[config.mk]
export PLATFORM = sky130hd
export DESIGN_NAME = lane_deskew_ctrl
export DESIGN_NICKNAME = d
export VERILOG_FILES = /design/src/rtl/dsk_pkg.sv /design/src/rtl/dsk_run_tracker.sv /design/src/rtl/dsk_lane.sv /design/src/rtl/lane_deskew_ctrl.sv
export SDC_FILE = /design/constraint.sdc
export NUM_CORES = 1
export LEC_CHECK = 0
export ABC_AREA = 0
export BUFFER_PORTS_ARGS = -buffer_cell sky130_fd_sc_hd__buf_2
export CORE_ASPECT_RATIO = 1.4
export CORE_MARGIN = 1.5
export CORE_UTILIZATION = 47
export CTS_CLUSTER_SIZE = 30
export DETAILED_ROUTE_END_ITERATION = 8
export PLACE_DENSITY = 0.72
export SLEW_MARGIN = 10
export SYNTH_ARGS = -nofsm -noshare
export SYNTH_HDL_FRONTEND = slang
export SYNTH_SLANG_ARGS = --single-unit
[constraint.sdc]
create_clock -name clk -period 4.23 [get_ports clk]
set_input_delay 0.846 -clock clk [delete_from_list [all_inputs] [get_ports clk]]
set_output_delay 0.846 -clock clk [all_outputs]
set_load 0.02 [all_outputs]
[src/rtl/dsk_pkg.sv]
package dsk_pkg;
  typedef enum logic [2:0] {
    LS_IDLE,
    LS_SWEEP,
    LS_SLIP,
    LS_LOCK,
    LS_LOST,
    LS_ERR
  } lane_state_e;
endpackage

[src/rtl/dsk_run_tracker.sv]
// Tracks the current run of stable taps and the longest run seen so far.
module dsk_run_tracker #(
  parameter int TAP_W = 4,
  localparam int LEN_W = TAP_W + 1
) (
  input  logic [TAP_W-1:0] tap,
  input  logic             good,
  input  logic [TAP_W-1:0] run_start,
  input  logic [LEN_W-1:0] run_len,
  input  logic [TAP_W-1:0] best_start,
  input  logic [LEN_W-1:0] best_len,
  output logic [TAP_W-1:0] run_start_n,
  output logic [LEN_W-1:0] run_len_n,
  output logic [TAP_W-1:0] best_start_n,
  output logic [LEN_W-1:0] best_len_n
);
  logic [LEN_W-1:0] len_inc;
  logic [TAP_W-1:0] st;

  always_comb begin
    len_inc      = run_len + LEN_W'(1);
    st           = (run_len == '0) ? tap : run_start;
    run_start_n  = run_start;
    run_len_n    = '0;
    best_start_n = best_start;
    best_len_n   = best_len;
    if (good) begin
      run_start_n = st;
      run_len_n   = len_inc;
      // strictly longer only: the lower of equal runs is kept
      if (len_inc > best_len) begin
        best_start_n = st;
        best_len_n   = len_inc;
      end
    end
  end
endmodule

[src/rtl/dsk_lane.sv]
// Per-lane controller: tap sweep, centring, bit-slip search, lock watch.
module dsk_lane
  import dsk_pkg::*;
#(
  parameter int WORD_W = 12,
  parameter int TAPS   = 16,
  parameter int SETTLE = 4,
  parameter int CHECK  = 8,
  localparam int TAP_W = $clog2(TAPS)
) (
  input  logic              clk,
  input  logic              rst_n,
  input  logic              start,
  input  logic              train_on,
  input  logic [WORD_W-1:0] train_word,
  input  logic [WORD_W-1:0] word,
  output logic [TAP_W-1:0]  tap_o,
  output logic              slip_o,
  output logic              locked_o,
  output logic              error_o
);
  localparam int LEN_W  = TAP_W + 1;
  localparam int CNT_W  = $clog2(SETTLE + CHECK + 1);
  localparam int SLIP_W = $clog2(WORD_W + 1);
  localparam logic [CNT_W-1:0]  SETTLE_C = CNT_W'(SETTLE);
  localparam logic [CNT_W-1:0]  LAST_C   = CNT_W'(SETTLE + CHECK - 1);
  localparam logic [TAP_W-1:0]  TAP_LAST = TAP_W'(TAPS - 1);
  localparam logic [SLIP_W-1:0] SLIP_MAX = SLIP_W'(WORD_W);

  lane_state_e       state, state_n;
  logic [TAP_W-1:0]  tap, tap_n;
  logic [CNT_W-1:0]  cnt, cnt_n;
  logic              bad, bad_n;
  logic [WORD_W-1:0] prev, prev_n;
  logic [TAP_W-1:0]  run_start, run_start_n, best_start, best_start_n;
  logic [LEN_W-1:0]  run_len, run_len_n, best_len, best_len_n;
  logic [TAP_W-1:0]  t_run_start, t_best_start;
  logic [LEN_W-1:0]  t_run_len, t_best_len;
  logic [SLIP_W-1:0] slips, slips_n;
  logic              slip_q, slip_n;
  logic              good, en;

  assign good = !bad && (word == prev);

  dsk_run_tracker #(.TAP_W(TAP_W)) u_trk (
    .tap         (tap),
    .good        (good),
    .run_start   (run_start),
    .run_len     (run_len),
    .best_start  (best_start),
    .best_len    (best_len),
    .run_start_n (t_run_start),
    .run_len_n   (t_run_len),
    .best_start_n(t_best_start),
    .best_len_n  (t_best_len)
  );

  always_comb begin
    state_n      = state;
    tap_n        = tap;
    cnt_n        = cnt;
    bad_n        = bad;
    prev_n       = prev;
    run_start_n  = run_start;
    run_len_n    = run_len;
    best_start_n = best_start;
    best_len_n   = best_len;
    slips_n      = slips;
    slip_n       = 1'b0;
    if (start) begin
      state_n      = LS_SWEEP;
      tap_n        = '0;
      cnt_n        = '0;
      bad_n        = 1'b0;
      run_start_n  = '0;
      run_len_n    = '0;
      best_start_n = '0;
      best_len_n   = '0;
      slips_n      = '0;
    end else begin
      case (state)
        LS_SWEEP: begin
          prev_n = word;
          cnt_n  = cnt + CNT_W'(1);
          if (cnt >= SETTLE_C && word != prev) bad_n = 1'b1;
          if (cnt == LAST_C) begin
            run_start_n  = t_run_start;
            run_len_n    = t_run_len;
            best_start_n = t_best_start;
            best_len_n   = t_best_len;
            cnt_n        = '0;
            bad_n        = 1'b0;
            if (tap == TAP_LAST) begin
              if (t_best_len == '0) begin
                state_n = LS_ERR;
              end else begin
                state_n = LS_SLIP;
                tap_n   = t_best_start + TAP_W'((t_best_len - LEN_W'(1)) >> 1);
              end
            end else begin
              tap_n = tap + TAP_W'(1);
            end
          end
        end
        LS_SLIP: begin
          if (cnt != SETTLE_C) begin
            cnt_n = cnt + CNT_W'(1);
          end else if (word == train_word) begin
            state_n = LS_LOCK;
          end else if (slips == SLIP_MAX) begin
            state_n = LS_ERR;
          end else begin
            slip_n  = 1'b1;
            slips_n = slips + SLIP_W'(1);
            cnt_n   = '0;
          end
        end
        LS_LOCK: begin
          if (train_on && word != train_word) state_n = LS_LOST;
        end
        default: ;
      endcase
    end
  end

  assign en = start || state == LS_SWEEP || state == LS_SLIP || state == LS_LOCK;

  always_ff @(posedge clk or negedge rst_n) begin
    if (!rst_n) begin
      state      <= LS_IDLE;
      tap        <= '0;
      cnt        <= '0;
      bad        <= 1'b0;
      prev       <= '0;
      run_start  <= '0;
      run_len    <= '0;
      best_start <= '0;
      best_len   <= '0;
      slips      <= '0;
      slip_q     <= 1'b0;
    end else begin
      slip_q <= slip_n;
      if (en) begin
        state      <= state_n;
        tap        <= tap_n;
        cnt        <= cnt_n;
        bad        <= bad_n;
        prev       <= prev_n;
        run_start  <= run_start_n;
        run_len    <= run_len_n;
        best_start <= best_start_n;
        best_len   <= best_len_n;
        slips      <= slips_n;
      end
    end
  end

  assign tap_o    = tap;
  assign slip_o   = slip_q;
  assign locked_o = (state == LS_LOCK);
  assign error_o  = (state == LS_ERR);
endmodule

[src/rtl/lane_deskew_ctrl.sv]
module lane_deskew_ctrl #(
  parameter int LANES  = 8,
  parameter int WORD_W = 12,
  parameter int TAPS   = 16,
  parameter int SETTLE = 4,
  parameter int CHECK  = 8,
  localparam int TAP_W = $clog2(TAPS)
) (
  input  logic                    clk,
  input  logic                    rst_n,
  input  logic                    start,
  input  logic                    train_on,
  input  logic [WORD_W-1:0]       train_word,
  input  logic [LANES*WORD_W-1:0] lane_words,
  output logic [LANES*TAP_W-1:0]  lane_taps,
  output logic [LANES-1:0]        lane_slip,
  output logic [LANES-1:0]        lane_locked,
  output logic [LANES-1:0]        lane_error,
  output logic                    all_locked
);
  logic all_q;

  for (genvar g = 0; g < LANES; g++) begin : g_lane
    dsk_lane #(
      .WORD_W(WORD_W),
      .TAPS  (TAPS),
      .SETTLE(SETTLE),
      .CHECK (CHECK)
    ) u_lane (
      .clk       (clk),
      .rst_n     (rst_n),
      .start     (start),
      .train_on  (train_on),
      .train_word(train_word),
      .word      (lane_words[g*WORD_W +: WORD_W]),
      .tap_o     (lane_taps[g*TAP_W +: TAP_W]),
      .slip_o    (lane_slip[g]),
      .locked_o  (lane_locked[g]),
      .error_o   (lane_error[g])
    );
  end

  always_ff @(posedge clk or negedge rst_n) begin
    if (!rst_n) all_q <= 1'b0;
    else        all_q <= &lane_locked;
  end

  assign all_locked = all_q && (&lane_locked);
endmodule

==> flow_summary.yaml <==
worst_setup_path:
  path_cells: "buf_6, nand3_2, xnor2_2, ha_1, a21o_1, a21oi_2, nand2_2, nand3_4, mux2i_4, ha_2, xnor2_2, ha_1, a21o_1, a21o_1, or4_1, o2111ai_2, xnor2_1, a32o_1, a311oi_1"
  crit_path_frequent_cell: "a21o_1"
  r2r-end: "g_lane[0].u_lane.tap_o[3]$_DFFE_PN0P_"
  cp-end-kind: "flop"
  arrival_ns: 4.57
  r2r_slack_ns: 0.14
  timing.rr.start: "g_lane[0].u_lane.run_len[0]$_DFFE_PN0P_"
  critical_path.top_delay_family: "compound AO/OA/AOI/OAI gates"
  crit_required_ns: 4.71
  worstSetupStartpointType: "flop"
  critPathBufInv: 1
  reg2regPathDepth: 19
  cpPeakStageDelay_ns: 0.43
  critical_path_class: "reg -> reg"
  crit_slowest_cell: "dfrtp_2"
  cp_max_fo: 5
timing:
  timing.final.crit_share_pct: 96.70
  setup_violations: 0
  max_freq_ghz: 0.2445
  fin_skew_ns: 0.01491
  worst_slew_pin_slew_ns: 1.107
  setup-tns-final_ns: 0
  finalHoldViolCount: 0
  slew_viol_final: 0
  period_needed_ns: 4.091
  max_slew_margin_pct: 25.96
  setup_ws_ns: 0.1394
logic_synthesis:
  synth_area_mm2: 0.02390
  synth_nets: 2735
  synth_top_family_by_area: "simple AND/OR/NAND/NOR gates"
  ys_types: 80
  ys_seq_elements: 377
  synth.area.mux_share_pct: 9.428
  yosys.area_share.xor_xnor_pct: 10.56
  synth-main-ff-cell: "dfrtp_1"
  syn_inst: 2486
  synth_edf_count: 0
  yosysSeqAreaShare_pct: 39.47
  ys.warnings.count: 0
  synth_compound_area_share_pct: 12.65
  syn_area_per_cell_um2: 9.614
  synthSimpleGateAreaFrac_pct: 16.01
  synthAdderAreaFrac_pct: 7.423
  async_flop_share_pct: 100.0
cells_and_area:
  regArea_mm2: 0.009438
  layout_commonest_cell: "dfrtp_1"
  fillers: 4383
  fin_nets: 2937
  mostFrequentLayoutCells: "374 x dfrtp_1, 201 x nor2_1, 188 x xor2_1"
  multiInputGateArea_mm2: 0.01374
  final_layout_size_suffix_gt1_share_pct: 19.83
  area_growth_pct: 15.65
  design_area_mm2: 0.02764
pwr:
  powerDensity_mw_per_mm2: 314.2
  leakagePower_uw: 0.01285
  total_power_uw: 8686
  ir_drop_uv: 402.6
global_route:
  antenna_found_initial: 5
  busiest_layer: "met2"
  grt_pass1_wl_mm: 101.8
  grt_max_degree: 109
  use_met2_pct: 42.10
  grt_util_all_layers_pct: 24.10
  grt_remaining_overflow: 0
  grt_pass1_vias: 19703
  grt_use_met3_pct: 4.358
  grt.met1_usage_pct: 29.01
clock_network:
  cts.sinks: 377
  cts.path.max_buffers: 3
  htreeDepth: 2
  clk_latency_ns: 0.58
  cts_buffers: 41
  clkTransAtPathRegs_ns: 0.06
  clockRootBuffer: "clkbuf_16"
  cts_tree: "done"
  cts_hold_buffers: 0
die:
  die_w_um: 193.6
  start_util_pct: 47.68
  ioPinCount: 169
  die-area_mm2: 0.05223
  die_h_um: 269.8
  rows: 97
  core-area_mm2: 0.05012
routing:
  drc: 12
  avgViaCountPerCell: 5.757
  vias: 19366
  postRouteAntennaNets: 0
  drt-initial-drc-count: 1212
  wl_mm: 63.44
  firstDrtPassIters: 7
  drt-wirelength-per-cell_um: 18.86
place:
  place_hpwl_mm: 46.39
  dpl_worst_slack_ns: -0.2442
  dpl_cell_area_mm2: 0.02581
  io_buffers: 168
  gp_congestion: 0.9076
outcome:
  violations: "design-rule violations"
  status: "finished, violations left"
hold_path:
  hold_path_class: "in -> async"
flow_run:
  maxCapViolations: 0
## how the worst max path moves through the flow
stage                                                        from                                     to  slack [ns]  cells after the start
final                     g_lane[0].u_lane.run_len[0]$_DFFE_PN0P_  g_lane[0].u_lane.tap_o[3]$_DFFE_PN0P_        0.14                     19
after global routing      g_lane[0].u_lane.run_len[0]$_DFFE_PN0P_  g_lane[0].u_lane.tap_o[3]$_DFFE_PN0P_       -0.06                     19
after floorplan           g_lane[0].u_lane.run_len[0]$_DFFE_PN0P_  g_lane[0].u_lane.tap_o[3]$_DFFE_PN0P_       0.002                     19
after detailed placement                            lane_words[2]  g_lane[0].u_lane.tap_o[3]$_DFFE_PN0P_       -0.24                     16
after global placement                              lane_words[2]  g_lane[0].u_lane.tap_o[3]$_DFFE_PN0P_       -0.13                     17
after CTS                 g_lane[0].u_lane.run_len[0]$_DFFE_PN0P_  g_lane[0].u_lane.tap_o[3]$_DFFE_PN0P_       0.005                     19
## state kept, by name, summed over array words and instances (netlist names)
register,count
all_q,1
g_lane.u_lane.bad,8
g_lane.u_lane.best_len,40
g_lane.u_lane.best_start,32
g_lane.u_lane.cnt,32
g_lane.u_lane.prev,96
g_lane.u_lane.run_len,40
g_lane.u_lane.run_start,32
g_lane.u_lane.slip_o,8
g_lane.u_lane.slips,32
g_lane.u_lane.state,24
g_lane.u_lane.tap_o,32
## Yosys cell counts, types with 8 or more instances
| master | n | area, um^2 |
|---|---|---|
| nor3_1 | 39 | 195.2 |
| o211ai_1 | 10 | 75.07 |
| o2bb2ai_1 | 10 | 87.58 |
| a31oi_1 | 18 | 112.6 |
| or2_2 | 10 | 62.56 |
| ha_1 | 129 | 1614 |
| o22ai_1 | 12 | 75.07 |
| a22o_1 | 42 | 367.9 |
| nand2_1 | 166 | 623.1 |
| fa_1 | 8 | 160.2 |
| a21oi_1 | 115 | 575.6 |
| buf_4 | 24 | 180.2 |
| inv_1 | 142 | 533.0 |
| nor4_1 | 36 | 225.2 |
| nand2b_1 | 22 | 137.6 |
| nor2_1 | 201 | 754.5 |
| and2_1 | 14 | 87.58 |
| and4_1 | 10 | 87.58 |
| mux2_2 | 113 | 1272 |
| o21ai_0 | 125 | 625.6 |
| buf_2 | 19 | 95.09 |
| nand3_1 | 108 | 540.5 |
| a21o_1 | 27 | 202.7 |
| o31ai_1 | 8 | 60.06 |
| nor2b_1 | 17 | 106.4 |
| xnor2_1 | 93 | 814.5 |
| mux2i_1 | 98 | 980.9 |
| o21a_1 | 8 | 60.06 |
| a32o_1 | 10 | 100.1 |
| a211oi_1 | 20 | 150.1 |
| and3_1 | 47 | 294.0 |
| or3_1 | 27 | 168.9 |
| dfrtp_1 | 377 | 9434 |
| xor2_1 | 190 | 1664 |
| nand4_1 | 27 | 168.9 |
| clkbuf_1 | 63 | 236.5 |
## cell families (layout without fill, tap and decap cells)
logic type               after synthesis  after routing
AO/OA/AOI/OAI                        463            463
XOR/XNOR                             285            285
adder cells (fa/ha/maj)              137            137
buffers and inverters                253            485
flip-flops                           377            377
multiplexers                         211            211
other                                  0              3
AND/OR/NAND/NOR                      760            760
## through the flow
stage / hold WS (ns) / instances / util [%]
finish: 0.1889 / 3364 / 55.14
global placement: 0.4644 / 3282 / 51.50
detailed placement: 0.4720 / 3282 / 51.50
CTS: 0.1876 / 3355 / 54.44
global route: 0.2080 / 3364 / 55.14
floorplan: 0.4492 / 2486 / -
## repair_timing
action                     4_1_cts  5_1_grt
setup endpoints to repair        3       29
pin swaps                        0       12
setup buffers                    0        6
resized for setup                5       60
## cell type report
class                           instances  area share (%)
Timing Repair Buffer                  270           6.021
Antenna cell                            3         0.02716
Multi-Input combinational cell       1856           49.73
Clock buffer                           60           4.522
Inverter                              142           1.928
Clock inverter                         13          0.7197
Sequential cell                       377           34.15
Tap cell                              643           2.911
## layer usage
layer,wire [um],up-vias
met5,29,-
li1,-,9158
met2,31670,492
met3,3457,140
met4,2550,4
met1,25730,9572
## report_power, final
group          internal [uW]  switching, uW
combinational            379            501
sequential              3780            129
clock                   2350           1550
total                   6510           2180
Note: power is estimated with default switching activity, not from simulation.
